**src/rtl/pp_mon_pkg.sv**
```systemverilog
package pp_mon_pkg;
    // applied-limit phase of one rail
    typedef enum logic {
        PH_UV = 1'b0,
        PH_OV = 1'b1
    } phase_e;

    // cycles of comparator data dropped after a limit change
    localparam int unsigned SETTLE_CYC = 4;
endpackage

```
**src/rtl/pp_mon_seq.sv**
```systemverilog
module pp_mon_seq #(
    parameter int unsigned NCH      = 3,
    parameter int unsigned LEN_W    = 8,
    parameter bit          POR_MODE = 1'b0
) (
    input  logic             clk,
    input  logic             rst_n,
    input  logic [NCH-1:0]   ov_sel,
    input  logic             pp_en,
    input  logic [LEN_W-1:0] phase_len,
    output logic [NCH-1:0]   sel_q,
    output logic             cfg_err
);
    import pp_mon_pkg::*;

    typedef struct packed {
        logic             pp;
        phase_e           ph;
        logic [LEN_W-1:0] cnt;
        logic [NCH-1:0]   sel;
    } seq_s;

    seq_s s_d, s_q;
    logic req_d;
    logic pp_ok_d;
    logic last_d;

    always_comb begin
        req_d   = pp_en && !POR_MODE;
        pp_ok_d = req_d && (ov_sel == '0);
        cfg_err = req_d && (ov_sel != '0);
        last_d  = (phase_len <= LEN_W'(1)) || (s_q.cnt == phase_len - LEN_W'(1));
        s_d     = s_q;
        if (!pp_ok_d) begin
            s_d.pp  = 1'b0;
            s_d.ph  = PH_UV;
            s_d.cnt = '0;
            s_d.sel = ov_sel;
        end else if (!s_q.pp) begin
            s_d.pp  = 1'b1;
            s_d.ph  = PH_UV;
            s_d.cnt = '0;
            s_d.sel = '0;
        end else begin
            if (last_d) begin
                s_d.ph  = (s_q.ph == PH_UV) ? PH_OV : PH_UV;
                s_d.cnt = '0;
            end else begin
                s_d.cnt = s_q.cnt + LEN_W'(1);
            end
            s_d.sel = {NCH{s_d.ph == PH_OV}};
        end
    end

    always_ff @(posedge clk or negedge rst_n) begin
        if (!rst_n) begin
            s_q <= '{pp: 1'b0, ph: PH_UV, cnt: '0, sel: '0};
        end else begin
            s_q <= s_d;
        end
    end

    assign sel_q = s_q.sel;

    // a bad request leaves every rail on its own select
    a_r4_cfg_steady: assert property (@(posedge clk) disable iff (!rst_n)
        cfg_err |=> (sel_q == $past(ov_sel)));

    // every rail shares the phase in alternating mode
    a_r3_uniform_phase: assert property (@(posedge clk) disable iff (!rst_n)
        s_q.pp |-> (sel_q == '0 || sel_q == '1));

    // entry always lands on the low phase
    a_r5_first_uv: assert property (@(posedge clk) disable iff (!rst_n)
        $rose(s_q.pp) |-> (sel_q == '0));

    generate
        if (POR_MODE) begin : g_por_chk
            // the reset-path variant never alternates
            a_r6_por_steady: assert property (@(posedge clk) disable iff (!rst_n)
                !s_q.pp && !cfg_err);
        end
    endgenerate
endmodule

```
**src/rtl/pp_mon_filt.sv**
```systemverilog
module pp_mon_filt #(
    parameter int unsigned FILT_N = 3,
    parameter int unsigned SETTLE = pp_mon_pkg::SETTLE_CYC
) (
    input  logic clk,
    input  logic rst_n,
    input  logic sel,
    input  logic cmp,
    output logic uv_flag,
    output logic ov_flag
);
    localparam int unsigned CNT_W = $clog2(FILT_N + 1);
    localparam int unsigned SET_W = $clog2(SETTLE + 1);

    typedef struct packed {
        logic             prev;
        logic [SET_W-1:0] settle;
        logic [CNT_W-1:0] uv_cnt;
        logic [CNT_W-1:0] ov_cnt;
        logic             uv_flag;
        logic             ov_flag;
    } filt_s;

    filt_s f_d, f_q;
    logic  take_d;

    always_comb begin
        f_d    = f_q;
        take_d = 1'b0;
        if (sel != f_q.prev) begin
            f_d.prev   = sel;
            f_d.settle = SET_W'(SETTLE - 1);
            f_d.uv_cnt = '0;
            f_d.ov_cnt = '0;
        end else if (f_q.settle != '0) begin
            f_d.settle = f_q.settle - SET_W'(1);
        end else begin
            take_d = 1'b1;
        end

        if (take_d && !sel) begin
            if (cmp == f_q.uv_flag) begin
                f_d.uv_cnt = '0;
            end else if (f_q.uv_cnt == CNT_W'(FILT_N - 1)) begin
                f_d.uv_flag = cmp;
                f_d.uv_cnt  = '0;
            end else begin
                f_d.uv_cnt = f_q.uv_cnt + CNT_W'(1);
            end
        end

        if (take_d && sel) begin
            if (cmp == f_q.ov_flag) begin
                f_d.ov_cnt = '0;
            end else if (f_q.ov_cnt == CNT_W'(FILT_N - 1)) begin
                f_d.ov_flag = cmp;
                f_d.ov_cnt  = '0;
            end else begin
                f_d.ov_cnt = f_q.ov_cnt + CNT_W'(1);
            end
        end
    end

    always_ff @(posedge clk or negedge rst_n) begin
        if (!rst_n) begin
            f_q <= '{prev: 1'b0, settle: SET_W'(SETTLE), uv_cnt: '0,
                     ov_cnt: '0, uv_flag: 1'b0, ov_flag: 1'b0};
        end else begin
            f_q <= f_d;
        end
    end

    assign uv_flag = f_q.uv_flag;
    assign ov_flag = f_q.ov_flag;

    // nothing is credited while the settle window runs
    a_r8_settle_quiet: assert property (@(posedge clk) disable iff (!rst_n)
        (f_q.settle != '0) |=> ($stable(uv_flag) && $stable(ov_flag)));

    // the flag of the idle phase holds
    a_r9_uv_hold: assert property (@(posedge clk) disable iff (!rst_n)
        sel |=> $stable(uv_flag));
    a_r9_ov_hold: assert property (@(posedge clk) disable iff (!rst_n)
        !sel |=> $stable(ov_flag));

    // run counters stay below the filter length
    a_r7_cnt_bound: assert property (@(posedge clk) disable iff (!rst_n)
        (f_q.uv_cnt < CNT_W'(FILT_N)) && (f_q.ov_cnt < CNT_W'(FILT_N)));
endmodule

```
**src/rtl/pp_thresh_mon.sv**
```systemverilog
module pp_thresh_mon #(
    parameter int unsigned NCH      = 3,
    parameter int unsigned CODE_W   = 6,
    parameter int unsigned LEN_W    = 8,
    parameter int unsigned FILT_N   = 3,
    parameter bit          POR_MODE = 1'b0
) (
    input  logic                  clk,
    input  logic                  rst_n,
    input  logic [NCH-1:0]        ov_sel,
    input  logic                  pp_en,
    input  logic [LEN_W-1:0]      phase_len,
    input  logic [NCH*CODE_W-1:0] uv_code,
    input  logic [NCH*CODE_W-1:0] ov_code,
    input  logic [NCH-1:0]        cmp_in,
    output logic [NCH*CODE_W-1:0] thr_code,
    output logic [NCH-1:0]        phase_ov,
    output logic [NCH-1:0]        uv_flag,
    output logic [NCH-1:0]        ov_flag,
    output logic                  cfg_err
);
    logic [NCH-1:0] sel_q;

    pp_mon_seq #(
        .NCH      (NCH),
        .LEN_W    (LEN_W),
        .POR_MODE (POR_MODE)
    ) u_seq (
        .clk       (clk),
        .rst_n     (rst_n),
        .ov_sel    (ov_sel),
        .pp_en     (pp_en),
        .phase_len (phase_len),
        .sel_q     (sel_q),
        .cfg_err   (cfg_err)
    );

    assign phase_ov = sel_q;

    generate
        for (genvar i = 0; i < NCH; i++) begin : g_rail
            assign thr_code[i*CODE_W +: CODE_W] =
                sel_q[i] ? ov_code[i*CODE_W +: CODE_W] : uv_code[i*CODE_W +: CODE_W];

            pp_mon_filt #(
                .FILT_N (FILT_N)
            ) u_filt (
                .clk     (clk),
                .rst_n   (rst_n),
                .sel     (sel_q[i]),
                .cmp     (cmp_in[i]),
                .uv_flag (uv_flag[i]),
                .ov_flag (ov_flag[i])
            );
        end
    endgenerate
endmodule

```
**config.mk**
```make
export PLATFORM = sky130hd
export DESIGN_NAME = pp_thresh_mon
export DESIGN_NICKNAME = d
export VERILOG_FILES = /design/src/rtl/pp_mon_pkg.sv /design/src/rtl/pp_mon_seq.sv /design/src/rtl/pp_mon_filt.sv /design/src/rtl/pp_thresh_mon.sv
export SDC_FILE = /design/constraint.sdc
export NUM_CORES = 1
export LEC_CHECK = 0
export ABC_CLOCK_PERIOD_IN_PS = 2600
export BUFFER_PORTS_ARGS = -buffer_cell sky130_fd_sc_hd__clkbuf_2
export CORE_MARGIN = 4
export CORE_UTILIZATION = 38
export CTS_CLUSTER_DIAMETER = 30
export DETAILED_ROUTE_END_ITERATION = 10
export GPL_TIMING_DRIVEN = 0
export SLEW_MARGIN = 10
export SYNTH_ARGS = -nofsm -noshare
export SYNTH_HDL_FRONTEND = slang
export SYNTH_SLANG_ARGS = --single-unit
export TNS_END_PERCENT = 10
```
**constraint.sdc**
```tcl
create_clock -name clk -period 2.6 [get_ports clk]
set_input_delay 0.26 -clock clk [delete_from_list [all_inputs] [get_ports clk]]
set_output_delay 0.26 -clock clk [all_outputs]
set_load 0.01 [all_outputs]
```
Yosys cells after proc, flatten, opt, wreduce, memory -nomap -nowiden
Cells that the tools add are included.

storage, ports and cells
  bits in registers = 43
  input port bits = 53
  output and inout bits = 28
  word-level logic and storage cells = 129

operators by class
  add/subtract/negate cells = 11
  magnitude comparators = 1
  eq/ne operators = 16
  multiplexer cells = 41
  bitwise gates (word level) = 6
  reductions and logical operators = 32

operators by type and width
  operator                                                               count
  2-bit 2-to-1 mux                                                       18
  3-bit 2-to-1 mux                                                       6
  6-bit 2-to-1 mux                                                       3
  3-bit AND reduction                                                    6
  2-bit nonzero test                                                     9
  13-bit 2-to-1 mux                                                      1
  2-bit by 1-bit adder with 2-bit output, second input constant          6
  2-bit == test, second input constant                                   6
  12-bit 2-to-1 mux                                                      1
  4-bit 2-to-1 mux                                                       3
  3-bit nonzero test                                                     4
  3-bit by 1-bit subtractor with 3-bit output, second input constant     3
  8-bit by 1-bit adder with 8-bit output, second input constant          1
  8-bit == test                                                          1
  8-bit by 1-bit <= comparator with 1-bit output, second input constant  1
  1-bit logical AND                                                      8
  1-bit 2-to-1 mux                                                       8
  8-bit 2-to-1 mux                                                       1
  8-bit by 1-bit subtractor with 8-bit output, second input constant     1
  1-bit == test                                                          6
  1-bit NOT                                                              6
  1-bit zero test                                                        3
  3-bit zero test                                                        1
  1-bit != test                                                          3
  1-bit logical OR                                                       1

Depth between registers and ports, before layout
Gate-level depths: netlist (run 1).

  depth after elaboration = 6
  mapped depth = 8
  depth with buffers taken out = 8

Cells and area by module
Synthesis (run 1) repeated with hierarchy kept, for this count alone.

second synthesis, totals
  cells, all modules = 253
  area total of the unflattened synthesis = 2768.9 um2

by module, submodules not included
  module         times used  cells each  area an instance (um2)
  pp_mon_filt    3           43          499.2
  pp_mon_seq     1           103         967.2
  pp_thresh_mon  1           21          304.0

Worst setup path before layout (run 1)
No wires, ideal clock.

  path kind = reg2reg
  start point = register u_seq.s_q[6] (netlist name)
  end point = register u_seq.s_q[11] (netlist name)
  data arrival time = 1.769 ns
  required time = 2.461 ns
  setup slack = 0.692 ns
  stages on the path, launching flop included = 7
  buffers on the path = 1
  path through = dfrtp_1 clkbuf_1 or4_1 nand3_1 o211ai_1 nor3b_1 or4b_1

RTL lines
  what                    line              source
  start, declared         pp_mon_seq.sv:23  seq_s s_d, s_q;
  start signal, assigned  pp_mon_seq.sv:57  s_q <= '{pp: 1'b0, ph: PH_UV, cnt: '0, sel: '0};

==> results of run 1 <==
timing repair:
action,CTS,global route
hold buffers,0,1
gates resized for setup,0,0
hold endpoints to repair,0,13
cell families after synthesis:
group	Yosys count	synth area share, %
adders and majority gates	9	4.34
DFF	43	41.6
muxes	31	13.5
xor gates and xnor gates	30	10.1
AOI/OAI and AO/OA	23	6.94
and+or+nand+nor	90	17.7
buffers and inverters	31	5.78
cells in the mapped netlist (2+ instances only):
| cell type | number |
|---|---|
| sky130_fd_sc_hd__a21oi_1 | 5 |
| sky130_fd_sc_hd__nand4_1 | 2 |
| sky130_fd_sc_hd__a22o_1 | 5 |
| sky130_fd_sc_hd__clkbuf_1 | 9 |
| sky130_fd_sc_hd__nand2_1 | 16 |
| sky130_fd_sc_hd__nor3_1 | 10 |
| sky130_fd_sc_hd__dfrtp_1 | 40 |
| sky130_fd_sc_hd__nand2b_1 | 2 |
| sky130_fd_sc_hd__mux2_2 | 29 |
| sky130_fd_sc_hd__ha_1 | 9 |
| sky130_fd_sc_hd__xnor2_1 | 15 |
| sky130_fd_sc_hd__nor2b_1 | 3 |
| sky130_fd_sc_hd__o21ai_0 | 2 |
| sky130_fd_sc_hd__inv_1 | 13 |
| sky130_fd_sc_hd__o211ai_1 | 2 |
| sky130_fd_sc_hd__nor2_1 | 26 |
| sky130_fd_sc_hd__nand3_1 | 10 |
| sky130_fd_sc_hd__dfstp_2 | 3 |
| sky130_fd_sc_hd__nor3b_1 | 6 |
| sky130_fd_sc_hd__nand3b_1 | 3 |
| sky130_fd_sc_hd__a32o_1 | 2 |
| sky130_fd_sc_hd__and3_1 | 4 |
| sky130_fd_sc_hd__xor2_1 | 15 |
| sky130_fd_sc_hd__buf_4 | 9 |
routing by layer:
metal	part of all wire [%]	vias up
li1	-	1055
met1	48	955
met2	47	47
met3	4.9	0
met4	0	0
met5	0	-
critical path, cell delays in order (launching register included):
cell	delay [ns]
sky130_fd_sc_hd__dfrtp_1	0.36
sky130_fd_sc_hd__clkbuf_1	0.20
sky130_fd_sc_hd__or4_1	0.44
sky130_fd_sc_hd__nand3_1	0.12
sky130_fd_sc_hd__o211ai_1	0.11
sky130_fd_sc_hd__nor3b_1	0.20
sky130_fd_sc_hd__or4b_1	0.53
metrics by stage:
| stage | std cells | total power [mW] | util [%] | hold WS, ns | cell area, um2 |
|---|---|---|---|---|---|
| 5_1_grt | 424 | 1.77 | 49.6 | 0.234 | 3220 |
| 4_1_cts | 422 | 1.68 | 49.2 | 0.208 | 3190 |
| 3_5_place_dp | 414 | 1.21 | 47.6 | 0.468 | 3090 |
| 3_3_place_gp | 414 | 1.19 | 47.6 | 0.464 | 3090 |
| 2_1_floorplan | 257 | 1.06 | - | -0.0356 | 2600 |
| 6_report | 424 | 1.65 | 49.6 | 0.234 | 3220 |
registers in the layout, indices dropped and copies added, names as in the netlist:
name,cells
g_rail.u_filt.f_q,24
g_rail.u_filt.ov_flag,3
g_rail.u_filt.uv_flag,3
u_seq.s_q,10
u_seq.sel_q,3
cell type report:
| cell class | count | area [um2] |
|---|---|---|
| Tap cell | 77 | 96.3 |
| Sequential cell | 43 | 1080 |
| Buffer | 18 | 101 |
| Timing Repair Buffer | 82 | 430 |
| Inverter | 13 | 48.8 |
| Multi-Input combinational cell | 183 | 1370 |
| Fill cell | 638 | 3270 |
| Clock buffer | 8 | 100 |
worst max path at each step:
stage                                to  slack (ns)  cells past startpoint
final                     u_seq.s_q[11]        0.50                      6
after global routing      u_seq.s_q[11]        0.44                      6
after CTS                 u_seq.s_q[11]        0.50                      6
after detailed placement  u_seq.s_q[11]        0.39                      9
after global placement    u_seq.s_q[11]        0.40                      7
after floorplan           u_seq.s_q[11]        0.69                      6
cells in the final DEF (no fill, tap or decap), types with 2 or more instances in the layout:
cell	count
sky130_fd_sc_hd__clkbuf_2	80
sky130_fd_sc_hd__dfrtp_1	40
sky130_fd_sc_hd__mux2_2	29
sky130_fd_sc_hd__nor2_1	26
sky130_fd_sc_hd__nand2_1	16
sky130_fd_sc_hd__xnor2_1	15
sky130_fd_sc_hd__xor2_1	15
sky130_fd_sc_hd__inv_1	13
sky130_fd_sc_hd__clkbuf_1	10
sky130_fd_sc_hd__nor3_1	10
sky130_fd_sc_hd__nand3_1	10
sky130_fd_sc_hd__ha_1	9
sky130_fd_sc_hd__buf_4	9
sky130_fd_sc_hd__clkbuf_8	7
sky130_fd_sc_hd__nor3b_1	6
sky130_fd_sc_hd__a22o_1	5
sky130_fd_sc_hd__a21oi_1	5
sky130_fd_sc_hd__and3_1	4
sky130_fd_sc_hd__nand3b_1	3
sky130_fd_sc_hd__nor2b_1	3
sky130_fd_sc_hd__dfstp_2	3
sky130_fd_sc_hd__o211ai_1	2
sky130_fd_sc_hd__nand4_1	2
sky130_fd_sc_hd__nand2b_1	2
sky130_fd_sc_hd__o21ai_0	2
sky130_fd_sc_hd__a32o_1	2
power groups by stage:
stage	clock network [mW]	registers (mW)	logic, mW
floorplan	0	0.781	0.284
global placement	0	0.786	0.401
detailed placement	0	0.787	0.420
CTS	0.480	0.774	0.422
global route	0.504	0.782	0.486
finish	0.455	0.774	0.419
==> impl.org, run 1 <==
** Power
- The share of total power dissipated in combinational logic is roughly 25%.
- Max VDD drop :: 226 uV
- Sequential cells account for 47.0% of the total power.
- Design internal power :: roughly 1.2 mW
- Sw Share :: 27.9%
- The analysis attributes to cell leakage a power of between 1.5 and 2 nW.
- The analysis attributes to net switching a power of ~460 uW.
- For this design the ratio of total power to cell area is 511 mW/mm2.
- Clock network power share :: 27.6%

** STA
- Final critical delay including setup and external delays :: 2.10 ns
- Setup slack of the critical path after layout :: 0.503 ns
- Setup repair after global routing left no endpoint under its margin.
- The worst pin sits at a relative slew slack of 52.2%.
- Number of max-slew violations in the final report :: 0
- In the finished design, the share of the clock period the worst path needs comes to 80.6%.
- Based on the critical path, the design can be clocked at up to 477 MHz.
- Final setup violating endpoints :: 0
- Measured slew at the worst slew-check pin :: 0.707 ns
- The clock arrives with 0.00401 ns of skew.
- The hold violation total from the final report came to 0.
- In the final timing run, aggregate negative setup slack is 0 ns.

** Placement
- Summed over all nets, the half-perimeter wirelength after detailed placement is 4020 um.
- Post-place setup slack :: approximately 0.4 ns
- Port buffering added 80 buffers.
- Routability-driven placement finished with a final weighted congestion of 0.758.

** Synthesis
- Yosys top cell area share :: 38.5%
- The Yosys step of the flow raised 0 warnings.
- After technology mapping, the gate count stands at ~260.
- Main flop type after synthesis :: sky130_fd_sc_hd__dfrtp_1
- In this run, synthesis inferred 0 flip-flops with an integrated enable.
- Post-synthesis area per instance :: 10.1 um2
- Register bit count reported by yosys :: 43
- The synthesized design spends more area on one cell type than any other, namely sky130_fd_sc_hd__dfrtp_1.
- Dominant cells by area after synthesis :: sky130_fd_sc_hd__dfrtp_1 (39%), sky130_fd_sc_hd__mux2_2 (13%), sky130_fd_sc_hd__xnor2_1 (5.1%)
- Asr flop ratio synth :: 100%
- Net Count, Synth :: 319
- Summing the sequential cell areas from Yosys gives between 40 and 50% of the chip area.
- Post-synth design cell area :: 0.00260 mm2
- Netlist cell types :: 41

** CTS
- Clock tree from TritonCTS :: yes
- Clock transition at the registers of the reported paths :: 0.08 ns
- For the worst-skew pair, the clock arrives at the later sink with an insertion delay of 0.29 ns.
- The clock tree synthesis step divided the H-tree into 2 levels.
- CTS Root Buffer Type :: sky130_fd_sc_hd__clkbuf_8
- Clock net sink count :: 43
- The clock passes through at most 2 buffers.
- Clock tree synthesis inserted a total of 5 buffers.
- Post-CTS timing repair inserted 0 buffers for setup.

** Route
- In this run, the number of DRC markers left after iteration 0 of detailed routing was 41.
- The detailed router placed 2057 vias in this run.
- For this run, design rule violations remaining after detail routing come to 0.
- Total iterations of the first detailed-routing run :: 4
- In this run the remaining antenna-violating nets after routing total 0.
- Detailed-route wire length :: 5120 um
- Avg Vias per Cell :: 4.85
- In the final routed layout, each cell accounts on average for 12.1 um.

** Setup path
- The endpoint identified for the worst register-to-register timing path is u_seq.s_q[11].
- Maximum fanout along the worst path :: 9
- The worst register-to-register path has a depth of 6.
- At the worst endpoint, the required time is 2.76 ns.
- Setup slack of the worst register-to-register path :: 0.50 ns
- The critical path in this run is classified as reg -> reg.
- The worst register-to-register path begins at u_seq.s_q[6].
- Source of the critical timing path :: u_seq.s_q[6]
- The worst setup path is launched from a flip-flop.
- For the worst setup path, the data arrival time is 2.26 ns.
- Kind of end point of the critical path :: flip-flop

** Hold path
- The worst hold path passes through 2 cells.
- Hold WC Path Type :: in -> reg
- Min-Delay Startpoint :: ov_sel[2]
- Hold endpoint :: u_seq.s_q[12]

** Die
- The initialized floorplan defines 29 standard-cell rows.
- Pin placement for this block handled between 80 and 90 I/O pins.
- The floorplan step set the die width to 90.7 um.
- For this configuration, the core starts out at a cell density of 40.0%.
- The die covers 0.00822 mm2.
- Die Ht :: 90.7 um
- Placeable core region :: about 0.0065 mm2

** Finish
- Number of antenna cells inserted :: 0
- Of the cells placed in the final design, the portion with a size suffix greater than 1 is 38.9%.
- Number of nets in the finished design :: slightly above 400
- The area growth from synthesis to layout is 24.1%.

** Global routing
- In the global route stage, met1 resource usage came out at approximately 16%.
- Entering global routing, the biggest net connects 44 pins.
- The first global-routing pass estimated slightly below 9000 um of wire.
- Initial antenna violation count :: 0
- For this run, global-route usage on met3 was measured as 3.75%.
- Global routing consumed, over all layers together, 12.6% of the routing resources.
- Global-route congestion overflow total :: 0
- Routing usage on met2 :: 20.8%
- The number of global-route vias before repair is approximately 2000.
- The global routing stage identified its most utilized layer as met2.

** Run status
- Outcome :: completed

** Flow run
- Max-cap violations in this run came to 0.
Power figures use the tool's default switching activity.
==> run 2, diff against run 1 <==
- ABC_CLOCK_PERIOD_IN_PS: 2600 -> 1800
- clock period: 2.6 -> 1.8 ns (I/O delays scaled with it)
==> run 2 against run 1 <==
  * The run now ends with setup timing left
  * Via count increased by 0.53%
  * Power increased by 42%
  * Combinational power increased by 49%
  * Wire length rose by 2.3%
  * Non-clock buffer count is 5 higher
  * Maximum frequency grew 14%
  * Clock skew increased by 0.0046 ns
  * Design area is 4.4% higher
  * Global-route usage increased by 0.99 points
  * Register-to-register slack got worse by 0.55 ns
  * Largest power group unchanged
==> impl.org, run 2 (synthesized netlist as in run 1, its figures left out) <==
** Global routing
- The initial antenna violation count is 0 (unchanged).
- Pin count of the biggest net entering global routing :: 44 (unchanged)
- The number of global-route vias before repair came to 2143 (+8.9%).
- The first-pass GRT wire length is 9290 um (+5.9%).
- The total global routing track utilization is 13.5% (+0.99 points).
- The leftover overflow at the end of global routing was 0 (unchanged).

** Finish
- The flip-flop count of the largest register after layout was 24 (unchanged).
- Number of non-filler instances in the completed layout :: 429 (+1.2%)
- The library cell used most frequently in the layout, excluding fill and tap cells, is sky130_fd_sc_hd__clkbuf_2.
- Ranked by flip-flop count, first place goes to g_rail.u_filt.f_q.
- Top library cells by usage in the layout, fill and taps aside :: sky130_fd_sc_hd__clkbuf_2 (84), sky130_fd_sc_hd__dfrtp_1 (39), sky130_fd_sc_hd__mux2_2 (29), sky130_fd_sc_hd__nor2_1 (25), sky130_fd_sc_hd__buf_4 (17)
- Leading registers by flop count :: g_rail.u_filt.f_q: 24 flops, u_seq.s_q: 10 flops
- Final core occ :: 51.8% (+2.2 points)
- Proportion of layout cells with a drive suffix above 1 :: 47.2% (+8.3 points)
- P&R area growth vs syn :: 29.6%
- Number of antenna cells inserted :: 0 (unchanged)
- Final Cell Area :: 0.00337 mm2 (+4.4%)
- Count of fill cells added during filler insertion :: 600 (-6.0%)
- The count of nets after finishing was 413 (+1.2%).

** Run status
- Violations in the final reports :: setup timing
- Outcome :: finished, violations left

** STA
- The worst slew margin relative to its limit is 28.3% (-24 points).
- The post-route worst setup slack is -0.0437 ns (-0.547 ns).
- The maximum clock frequency came to 542 MHz (+14%).
- Number of max-slew violations in the final report :: 0 (unchanged)
- Unrepaired setup endpoints after global routing :: yes
- The transition time at the pin with the least slew margin was 1.08 ns (+0.369 ns).
- Final setup violating endpoints :: 1 (+1)
- Count of final hold-check violations :: 0 (unchanged)
- Ratio of final minimum period to clock period :: 102% (+22 points)
- Final critical delay including setup and external delays :: 1.84 ns (-0.253 ns)
- The largest clock skew in the final design came to 0.00861 ns (+0.00460 ns).

** Setup path
- The signal on the critical path passes through or4_4, nand3_2, o211ai_1, nor3b_4, or4b_1.
- Critical path's largest stage delay :: 0.52 ns (about the same)
- The required time of the worst setup path was 1.95 ns (-0.81 ns).
- The worst setup path is captured at a flip-flop.
- The data arrival time of the critical path is 2.00 ns (-0.26 ns).
- The critical path buffer and inverter count came to 0 (-1).
- Maximum fanout along the worst path :: 2 (-7)
- The worst setup path is launched from a flip-flop.
- The slowest stage of the critical path belongs to the cell sky130_fd_sc_hd__or4b_1.
- The critical path is of the reg -> reg type.
- Cell family with the largest share of critical-path delay :: simple AND/OR/NAND/NOR gates

** Route
- Detailed-route wire length :: 5240 um (+2.3%)
- The detail-routed via count per cell came to 4.82 (-0.64%).
- Total iterations of the first detailed-routing run :: 4 (unchanged)
- The average wire length per cell after detail routing was 12.2 um (+1.1%).
- The vias after detailed routing came to 2068 (+0.53%).
- Count of nets left with antenna violations after detail routing :: 0 (unchanged)
- The detailed router's first-iteration violation count came to 53 (+29%).
- The DRC violations left was 0 (unchanged).

** Power
- The internal power of the cells was 1.66 mW (+39%).
- The leakage power figure was 1.60 nW (+3.8%).
- The total chip power was 2.34 mW (+42%).
- The proportion of power drawn by the clock network was 25.3% (-2.3 points).
- Sw Share :: 29.1% (+1.2 points)
- Pwr/cell area :: 694 mW/mm2 (+36%)
- Gate power share :: 26.8% (+1.4 points)
- Max VDD drop :: 366 uV (+62%)
- Portion of total power attributed to sequential cells :: 47.9% (+0.9 points)
- The switching power was 679 uW (+48%).

** Placement
- The placer congestion estimate came to 0.716 (-5.5%).
- Placed wire-length estimate after detailed placement :: 3980 um (-1.0%)
- The pre-CTS worst setup slack was -0.341 ns (-0.735 ns).
- I/O Buffers :: 80 (unchanged)
- The total placed cells including tap cells came to 414 (unchanged).
- Placed inst area :: 0.00311 mm2 (+0.49%)

** CTS
- The latest clock arrival within the worst-skew pair is 0.29 ns (about the same).
- H-tree levels :: 2 (unchanged)
- Number of buffers added by the clock tree synthesis step :: 5 (unchanged)
- The tree is rooted in a sky130_fd_sc_hd__clkbuf_8.
- The buffer depth of the longest clock path came to 2 (unchanged).
- The hold-fix buffer count after cts was 0 (unchanged).
- TritonCTS built the clock tree.
- The clock-pin slew on the worst setup and hold paths was 0.09 ns (about the same).
- Clock net sink count :: 43 (unchanged)

** Die
- Number of rows created at floorplan :: 29 (unchanged)
- Die X-Extent :: 90.7 um (unchanged)
- The area enclosed by the die boundary came to 0.00822 mm2 (unchanged).
- Placeable core region :: 0.00649 mm2 (unchanged)
- Effective utilization at floorplan :: 40.0% (unchanged)
- The y dimension of the die came to 90.7 um (unchanged).
- Number of primary I/O pins :: 81 (unchanged)

** Hold path
- The path class of the tightest hold or removal check is in -> async.

** Flow run
- Max-capacitance violation count :: 0 (unchanged)
[run 2: cell types whose count changed in the layout (fill, tap and decap cells not counted), sizes merged]
cell,change
dlygate4sd3,-1
clkinv,+1
clkinvlp,+1
buf,+8
clkbuf,-4
[run 2: final timing paths]
kind / cells after the start / end / slack, ns / from
hold reg to reg: 1 / g_rail[1].u_filt.f_q[9] / 0.47 / u_seq.sel_q[1]
hold / removal: 1 / g_rail[0].u_filt.f_q[6] / 0.08 / rst_n
setup reg to reg: 5 / u_seq.s_q[11] / -0.04 / u_seq.s_q[6]
max in group asynchronous: 1 / u_seq.s_q[5] / 1.00 / rst_n
setup / recovery: 5 / u_seq.s_q[11] / -0.04 / u_seq.s_q[6]
min in group clk: 2 / u_seq.s_q[12] / 0.15 / ov_sel[0]
[run 2: what timing repair did]
item                                    CTS  global route
endpoints found under the hold margin     0             0
setup buffers                             4             5
endpoints found under the setup margin   27            17
gates resized for setup                  12            13
pin swaps                                 5             5
cloned                                    0             0
[run 2: through the flow]
stage / setup TNS (ns) / hold WS (ns)
finish: -0.0437 / 0.0832
global route: -0.705 / 0.146
floorplan: -0.0237 / -0.116
CTS: -0.656 / 0.119
detailed placement: -2.90 / 0.455
global placement: -2.52 / 0.434
[run 2: layer usage]
metal  share of wire, %  global-route usage, %
met3                4.8                   4.33
met5                  0                      0
met1                 46                   17.3
met4               0.44                   2.68
met2                 49                   22.5
[run 2: final cells by class]
type                    instances  area, um2  area share [%]
multi-input cells             183       1480            43.8
clock buffers                   6       72.6            2.16
inverters                      13       48.8            1.45
plain buffers                  16       98.8            2.94
repair buffers                 89        480            14.3
clock inverters                 2       12.5           0.372
well taps                      77       96.3            2.86
flip-flops and latches         43       1080            32.1
[run 2: power by group through the flow]
stage / sequential [mW] / clock [mW] / combinational, mW
finish: 1.12 / 0.590 / 0.626
global route: 1.13 / 0.665 / 0.736
CTS: 1.12 / 0.625 / 0.613
detailed placement: 1.14 / 0 / 0.598
global placement: 1.14 / 0 / 0.576
floorplan: 1.13 / 0 / 0.410
